`config.mk`:
```
export PLATFORM = sky130hd
export DESIGN_NAME = rtc_latch_top
export DESIGN_NICKNAME = d
export VERILOG_FILES = /design/src/rtl/rtc_latch_pkg.sv /design/src/rtl/rtc_live_counter.sv /design/src/rtl/rtc_access_ctrl.sv /design/src/rtl/rtc_snapshot.sv /design/src/rtl/rtc_latch_top.sv
export SDC_FILE = /design/constraint.sdc
export NUM_CORES = 1
export LEC_CHECK = 0
export ABC_AREA = 1
export BUFFER_PORTS_ARGS = -buffer_cell sky130_fd_sc_hd__buf_4
export CAP_MARGIN = 30
export CORE_MARGIN = 2
export CORE_UTILIZATION = 60
export CTS_BUF_LIST = sky130_fd_sc_hd__clkbuf_8
export DETAILED_ROUTE_END_ITERATION = 8
export MAX_ROUTING_LAYER = met4
export PLACE_DENSITY = 0.82
export RECOVER_POWER = 50
export SLEW_MARGIN = 30
export SYNTH_ARGS = -nofsm -noshare
export SYNTH_HDL_FRONTEND = slang
export SYNTH_HIERARCHICAL = 1
export SYNTH_SLANG_ARGS = --single-unit
export TNS_END_PERCENT = 100
```
`constraint.sdc`:
```
create_clock -name clk -period 2.8 [get_ports clk]
set_input_delay 0 -clock clk [delete_from_list [all_inputs] [get_ports clk]]
set_output_delay 0 -clock clk [all_outputs]
set_load 0.1 [all_outputs]
```
`src/rtl/rtc_latch_pkg.sv`:
```
package rtc_latch_pkg;
  localparam int PAGE_W = 3;
  localparam logic [PAGE_W-1:0] PG_SELECT = 3'd2;
  localparam logic [PAGE_W-1:0] PG_LATCH  = 3'd3;
  localparam logic [PAGE_W-1:0] PG_WINDOW = 3'd5;

  localparam int NREG  = 5;
  localparam int SEL_W = 3;
  localparam int CLK_SEL_BASE = 8;

  typedef enum logic [SEL_W-1:0] {
    REG_SEC   = 3'd0,
    REG_MIN   = 3'd1,
    REG_HOUR  = 3'd2,
    REG_DAYLO = 3'd3,
    REG_DAYHI = 3'd4
  } rtc_reg_e;
endpackage

```
`src/rtl/rtc_live_counter.sv`:
```
module rtc_live_counter
  import rtc_latch_pkg::*;
#(
  parameter int SEC_MAX = 60,
  parameter int MIN_MAX = 60,
  parameter int HR_MAX  = 24,
  parameter int DAY_W   = 9,
  parameter int DATA_W  = 8,
  localparam int SEC_W = $clog2(SEC_MAX),
  localparam int MIN_W = $clog2(MIN_MAX),
  localparam int HR_W  = $clog2(HR_MAX)
) (
  input  logic              clk,
  input  logic              rst,
  input  logic              tick,
  input  logic              live_wr,
  input  logic [SEL_W-1:0]  reg_sel,
  input  logic [DATA_W-1:0] wdata,
  output logic [SEC_W-1:0]  sec_q,
  output logic [MIN_W-1:0]  min_q,
  output logic [HR_W-1:0]   hr_q,
  output logic [DAY_W-1:0]  day_q,
  output logic              ovf_q
);
  logic sec_wrap, min_wrap, hr_wrap;

  assign sec_wrap = (sec_q == SEC_W'(SEC_MAX - 1));
  assign min_wrap = (min_q == MIN_W'(MIN_MAX - 1));
  assign hr_wrap  = (hr_q  == HR_W'(HR_MAX - 1));

  always_ff @(posedge clk) begin
    if (rst) begin
      sec_q <= '0;
      min_q <= '0;
      hr_q  <= '0;
      day_q <= '0;
      ovf_q <= 1'b0;
    end else if (live_wr) begin
      case (reg_sel)
        REG_SEC:   sec_q <= wdata[SEC_W-1:0];
        REG_MIN:   min_q <= wdata[MIN_W-1:0];
        REG_HOUR:  hr_q  <= wdata[HR_W-1:0];
        REG_DAYLO: day_q[DAY_W-2:0] <= wdata[DAY_W-2:0];
        REG_DAYHI: begin
          day_q[DAY_W-1] <= wdata[0];
          ovf_q          <= wdata[DATA_W-1];
        end
        default: ;
      endcase
    end else if (tick) begin
      sec_q <= sec_wrap ? '0 : sec_q + 1'b1;
      if (sec_wrap) begin
        min_q <= min_wrap ? '0 : min_q + 1'b1;
        if (min_wrap) begin
          hr_q <= hr_wrap ? '0 : hr_q + 1'b1;
          if (hr_wrap) begin
            day_q <= day_q + 1'b1;
            if (&day_q) ovf_q <= 1'b1;
          end
        end
      end
    end
  end
endmodule

```
`src/rtl/rtc_access_ctrl.sv`:
```
module rtc_access_ctrl
  import rtc_latch_pkg::*;
#(
  parameter int RAM_BANKS = 4,
  parameter int DATA_W    = 8,
  localparam int BANK_W = $clog2(RAM_BANKS)
) (
  input  logic              clk,
  input  logic              rst,
  input  logic              cpu_wr,
  input  logic [PAGE_W-1:0] cpu_page,
  input  logic [DATA_W-1:0] cpu_wdata,
  output logic [BANK_W-1:0] ram_bank,
  output logic              clk_access,
  output logic [SEL_W-1:0]  reg_sel,
  output logic              latched,
  output logic              snap,
  output logic              live_wr
);
  logic sel_wr, latch_wr, pick_ram, pick_clk;

  assign sel_wr   = cpu_wr && (cpu_page == PG_SELECT);
  assign latch_wr = cpu_wr && (cpu_page == PG_LATCH);
  assign pick_ram = (cpu_wdata < DATA_W'(RAM_BANKS));
  assign pick_clk = (cpu_wdata >= DATA_W'(CLK_SEL_BASE)) &&
                    (cpu_wdata <  DATA_W'(CLK_SEL_BASE + NREG));

  assign snap    = latch_wr && !latched && (cpu_wdata == DATA_W'(1));
  assign live_wr = cpu_wr && (cpu_page == PG_WINDOW) && clk_access;

  always_ff @(posedge clk) begin
    if (rst) begin
      ram_bank   <= '0;
      clk_access <= 1'b0;
      reg_sel    <= '0;
      latched    <= 1'b0;
    end else begin
      if (sel_wr && pick_ram) begin
        ram_bank   <= cpu_wdata[BANK_W-1:0];
        clk_access <= 1'b0;
      end else if (sel_wr && pick_clk) begin
        reg_sel    <= SEL_W'(cpu_wdata - DATA_W'(CLK_SEL_BASE));
        clk_access <= 1'b1;
      end
      if (snap)
        latched <= 1'b1;
      else if (latch_wr && latched && (cpu_wdata == '0))
        latched <= 1'b0;
    end
  end
endmodule

```
`src/rtl/rtc_snapshot.sv`:
```
module rtc_snapshot
  import rtc_latch_pkg::*;
#(
  parameter int DATA_W = 8
) (
  input  logic                         clk,
  input  logic                         rst,
  input  logic                         snap,
  input  logic [NREG-1:0][DATA_W-1:0]  live_fmt,
  input  logic                         rd_en,
  input  logic                         rd_hit,
  input  logic [SEL_W-1:0]             reg_sel,
  output logic [NREG-1:0][DATA_W-1:0]  lat_q,
  output logic [DATA_W-1:0]            rd_data
);
  for (genvar i = 0; i < NREG; i++) begin : g_lat
    always_ff @(posedge clk) begin
      if (rst)       lat_q[i] <= '0;
      else if (snap) lat_q[i] <= live_fmt[i];
    end
  end

  logic [DATA_W-1:0] sel_val;
  always_comb begin
    sel_val = '0;
    for (int k = 0; k < NREG; k++)
      if (reg_sel == SEL_W'(k)) sel_val = lat_q[k];
  end

  always_ff @(posedge clk) begin
    if (rst)        rd_data <= '0;
    else if (rd_en) rd_data <= rd_hit ? sel_val : '1;
  end
endmodule

```
`src/rtl/rtc_latch_top.sv`:
```
module rtc_latch_top
  import rtc_latch_pkg::*;
#(
  parameter int SEC_MAX   = 60,
  parameter int MIN_MAX   = 60,
  parameter int HR_MAX    = 24,
  parameter int DAY_W     = 9,
  parameter int DATA_W    = 8,
  parameter int RAM_BANKS = 4
) (
  input  logic              clk,
  input  logic              rst,
  input  logic              tick,
  input  logic              cpu_wr,
  input  logic              cpu_rd,
  input  logic [2:0]        cpu_page,
  input  logic [DATA_W-1:0] cpu_wdata,
  output logic [DATA_W-1:0] rd_data,
  output logic [$clog2(RAM_BANKS)-1:0] ram_bank,
  output logic              clk_access
);
  localparam int SEC_W = $clog2(SEC_MAX);
  localparam int MIN_W = $clog2(MIN_MAX);
  localparam int HR_W  = $clog2(HR_MAX);

  logic [SEL_W-1:0] reg_sel;
  logic latched, snap, live_wr, rd_hit;
  logic [SEC_W-1:0] sec_q;
  logic [MIN_W-1:0] min_q;
  logic [HR_W-1:0]  hr_q;
  logic [DAY_W-1:0] day_q;
  logic ovf_q;
  logic [NREG-1:0][DATA_W-1:0] live_fmt, lat_q;

  rtc_access_ctrl #(.RAM_BANKS(RAM_BANKS), .DATA_W(DATA_W)) u_ctrl (
    .clk, .rst, .cpu_wr, .cpu_page, .cpu_wdata,
    .ram_bank, .clk_access, .reg_sel, .latched, .snap, .live_wr
  );

  rtc_live_counter #(
    .SEC_MAX(SEC_MAX), .MIN_MAX(MIN_MAX), .HR_MAX(HR_MAX),
    .DAY_W(DAY_W), .DATA_W(DATA_W)
  ) u_cnt (
    .clk, .rst, .tick, .live_wr, .reg_sel, .wdata(cpu_wdata),
    .sec_q, .min_q, .hr_q, .day_q, .ovf_q
  );

  always_comb begin
    live_fmt = '0;
    live_fmt[REG_SEC]   = DATA_W'(sec_q);
    live_fmt[REG_MIN]   = DATA_W'(min_q);
    live_fmt[REG_HOUR]  = DATA_W'(hr_q);
    live_fmt[REG_DAYLO] = DATA_W'(day_q[DAY_W-2:0]);
    live_fmt[REG_DAYHI][0]        = day_q[DAY_W-1];
    live_fmt[REG_DAYHI][DATA_W-1] = ovf_q;
  end

  assign rd_hit = (cpu_page == PG_WINDOW) && clk_access;

  rtc_snapshot #(.DATA_W(DATA_W)) u_snap (
    .clk, .rst, .snap, .live_fmt, .rd_en(cpu_rd), .rd_hit, .reg_sel,
    .lat_q, .rd_data
  );
endmodule

```
==> flow_summary_export.csv <==
group,metric,value,unit
grt,grt.overflow.total,0,
layout,syn2layout_area_growth,10.81,%
timing,fin_crit_sh,75.02,%
yosys,netlist_instances,624,
detailed_routing,drc_errors,0,
power,vdd_drop_max,238.8,µV
yosys,syn_area_per_cell,6.713,µm²
timing,final-hold-violation-count,0,
hold_path,min_path_cells,5,
yosys,yosysMostFrequentCell,"nor2_1",
detailed_routing,routed_wl,10700,µm
detailed_routing,final_antenna_net_count,0,
worst_setup_path,reg2reg_slack,0.74,ns
grt,antenna_found_initial,0,
clock_network,cts_resized,0,
floorplanning,die_h,87.56,µm
layout,num_antenna_cells,0,
worst_setup_path,r2r.worst_path.cells,5,
layout,final_layout_size_suffix_gt1_share,7.994,%
placement,hpwl,7432,µm
timing,fin_skew,0.009027,ns
timing,rsz0062_at_grt,"false",
clock_network,clockBufferDepth,2,
detailed_routing,drtIter0Drc,395,
timing,min_period,2.100,ns
power,p_sw,0.6005,mW
power,power.internal,1.731,mW
yosys,synthArstFlopShare,0,%
floorplanning,die_area,0.007666,mm²
worst_setup_path,worstPathMaxFanout,29,
layout,nets,679,
floorplanning,core,0.006756,mm²
layout,final_area,0.004642,mm²
yosys,yosys-top-cells-count,"146 x nor2_1, 97 x nand2_1, 82 x dfxtp_1",
floorplanning,start_util,62.00,%
clock_network,htree_levels,3,
yosys,synth.top_cell.area_share,39.19,%
yosys,ys_seq_area_share,39.19,%
yosys,synth-seq-cells,82,
power,p_comb_share,7.2,%
clock_network,path_clk_slew,0.09,ns
worst_setup_path,cp.required,3.05,ns
yosys,synth_cell_types,32,
grt,grt_pass1_vias,3566,
clock_network,clkLatencyLatePin,0.36,ns
hold_path,hold_end,"u_cnt/day_q[6]",
worst_setup_path,cp-start-kind,"input port",
power,seq_power_share,51.2,%
grt,grt_max_degree,49,
timing,final.setup.tns,0,ns
clock_network,cts_buffers,9,
detailed_routing,wl_per_cell,14.41,µm
clock_network,cts_sinks,82,
run_status,status,"completed",
placement,place_area,0.004425,mm²
worst_setup_path,cp.arrival,2.35,ns
timing,slew_violations,0,
worst_setup_path,rr_endpoint,"u_cnt/sec_q[5]",
layout,finalNonFillerCells,743,
placement,portBuffers,26,
power,netSwitchingFraction,25.75,%
power,p_leak,2.052,nW
clock_network,cts_tree,"done",
grt,grt_pass1_wl,17040,µm
clock_network,clockRootBuffer,"clkbuf_8",
floorplanning,dieWidth,87.56,µm
grt,grt_usage,29.41,%
hold_path,min_from,"cpu_wdata[6]",
yosys,synth_edf_count,0,
detailed_routing,drt_pass1_iterations,5,
worst_setup_path,rr_startpoint,"u_ctrl/reg_sel[0]",
floorplanning,ios,27,
timing,max_freq,476.1,MHz
flow_run,maxCapViolations,0,
timing,max-slew-margin-rel,21.11,%
detailed_routing,route.vias.total,4223,
power,p_per_area,502.4,mW/mm²
floorplanning,rows,30,
worst_setup_path,worstSetupEndpointType,"register",
placement,gp_congestion,0.9590,
power,power,2.332,mW
detailed_routing,vias_per_cell,5.684,
timing,tightestPinTransition,1.188,ns
yosys,yosys_warnings,6,
power,clkPwrFrac,41.6,%
worst_setup_path,setup.worst_path.class,"in2reg",
yosys,syn_area,0.004189,mm²
yosys,ys.flop_type,"dfxtp_1",
timing,fin_hold_ws,0.01463,ns
hold_path,min_path_type,"in2reg",
placement,dp.cells,720,
worst_setup_path,crit_start,"cpu_wdata[2]",
timing,setup_viol,0,
yosys,synth_area_leaders,"dfxtp_1 39%, nor2_1 13%, o21ai_0 8.8%",
yosys,yosys.area.top_type,"dfxtp_1",
## power by group through the flow
stage | registers (mW) | logic, mW | clock network, mW
final | 1.19 | 0.167 | 0.970
after global routing | 1.20 | 0.180 | 1.03
after CTS | 1.19 | 0.176 | 0.985
after detailed placement | 1.22 | 0.169 | 0
after global placement | 1.22 | 0.167 | 0
after floorplan | 1.28 | 0.0581 | 0
## timing repair
| action | CTS | global route |
|---|---|---|
| buffers inserted | 0 | 0 |
| hold buffers | 7 | 0 |
| endpoints found under the hold margin | 19 | 0 |
| endpoints found under the setup margin | 0 | 0 |
## cell type report
class,count,area [µm²]
Timing Repair Buffer,37,242.7
Clock inverter,7,100.1
Tap cell,80,100.1
Sequential cell,82,1642
Inverter,50,190.2
Fill cell,623,2115
Clock buffer,9,123.9
Multi-Input combinational cell,478,2243
## sequential cells by signal, summed over array words and instances (netlist names)
register	flops
u_cnt/hr_q	5
u_cnt/min_q	6
u_cnt/day_q	9
u_snap/lat_q	40
u_cnt/ovf_q	1
u_ctrl/reg_sel	3
u_ctrl/latched	1
u_ctrl/clk_access	1
u_ctrl/ram_bank	2
u_cnt/sec_q	6
u_snap/rd_data	8
## through the flow
stage | setup WS [ns] | util (%)
2_1_floorplan | 0.5273 | -
3_3_place_gp | 0.8425 | 65.50
3_5_place_dp | 0.7918 | 65.50
4_1_cts | 0.7529 | 69.85
5_1_grt | 0.5222 | 68.70
6_report | 0.6996 | 68.70
## routing by layer
| metal | vias to the layer above | part of all wire [%] | track usage (%) |
|---|---|---|---|
| met3 | 28 | 6.6 | 4.524 |
| li1 | 2107 | - | - |
| met2 | 168 | 47 | 45.59 |
| met5 | - | 0 | - |
| met1 | 1920 | 44 | 38.77 |
| met4 | 0 | 2.5 | 11.33 |
## worst max-delay path, cell delays in order
cell           delay [ns]
dlygate4sd3_1        0.53
clkbuf_1             0.16
nor2_1               0.16
nand2_1              0.06
nor2_1               0.12
nand2_1              0.07
nor3_1               0.25
inv_1                0.44
buf_4                0.36
nor2_1               0.12
nor2_1               0.07
## cells in the final DEF (no fill, tap or decap)
cell,count
inv_8,1
dfxtp_1,82
buf_4,16
nor3_2,1
xnor2_1,3
nor2_8,1
nor2_1,149
inv_2,6
nor2_2,2
o21ai_1,14
nand2_1,98
bufinv_16,2
nand4_1,27
a21oi_1,25
o21ai_4,1
clkbuf_1,14
dlygate4sd3_1,7
o21a_4,1
nand3_1,45
clkinv_2,3
inv_6,1
ha_1,5
clkinvlp_4,2
a21boi_0,3
nor2_4,2
conb_1,13
inv_1,42
a31oi_1,3
xor2_1,3
clkbuf_8,9
nand2_2,3
o21ai_0,74
nand2_4,1
nand3_2,1
nor3_1,3
## worst max-delay path by stage
stage	cells past startpoint	slack (ns)	to
2_1_floorplan	9	0.53	u_cnt/hr_q[0]
3_3_place_gp	5	0.84	u_cnt/sec_q[5]
3_5_place_dp	10	0.79	u_cnt/hr_q[2]
4_1_cts	10	0.75	u_cnt/hr_q[0]
5_1_grt	9	0.52	u_cnt/day_q[4]
6_report	11	0.70	u_snap/lat_q[11]
## logic make-up (layout without fill, tap and decap cells)
logic type / count (synthesis) / count (layout) / share of synthesized area [%]
AOI/OAI and AO/OA: 121 / 121 / 15.23
xor gates and xnor gates: 6 / 6 / 1.255
adders and majority gates: 5 / 5 / 1.493
buffers and inverters: 76 / 103 / 7.975
DFF: 82 / 82 / 39.19
other: 1 / 13 / 0.08952
and+or+nand+nor: 333 / 333 / 34.77
Power figures use the tool's default switching activity.
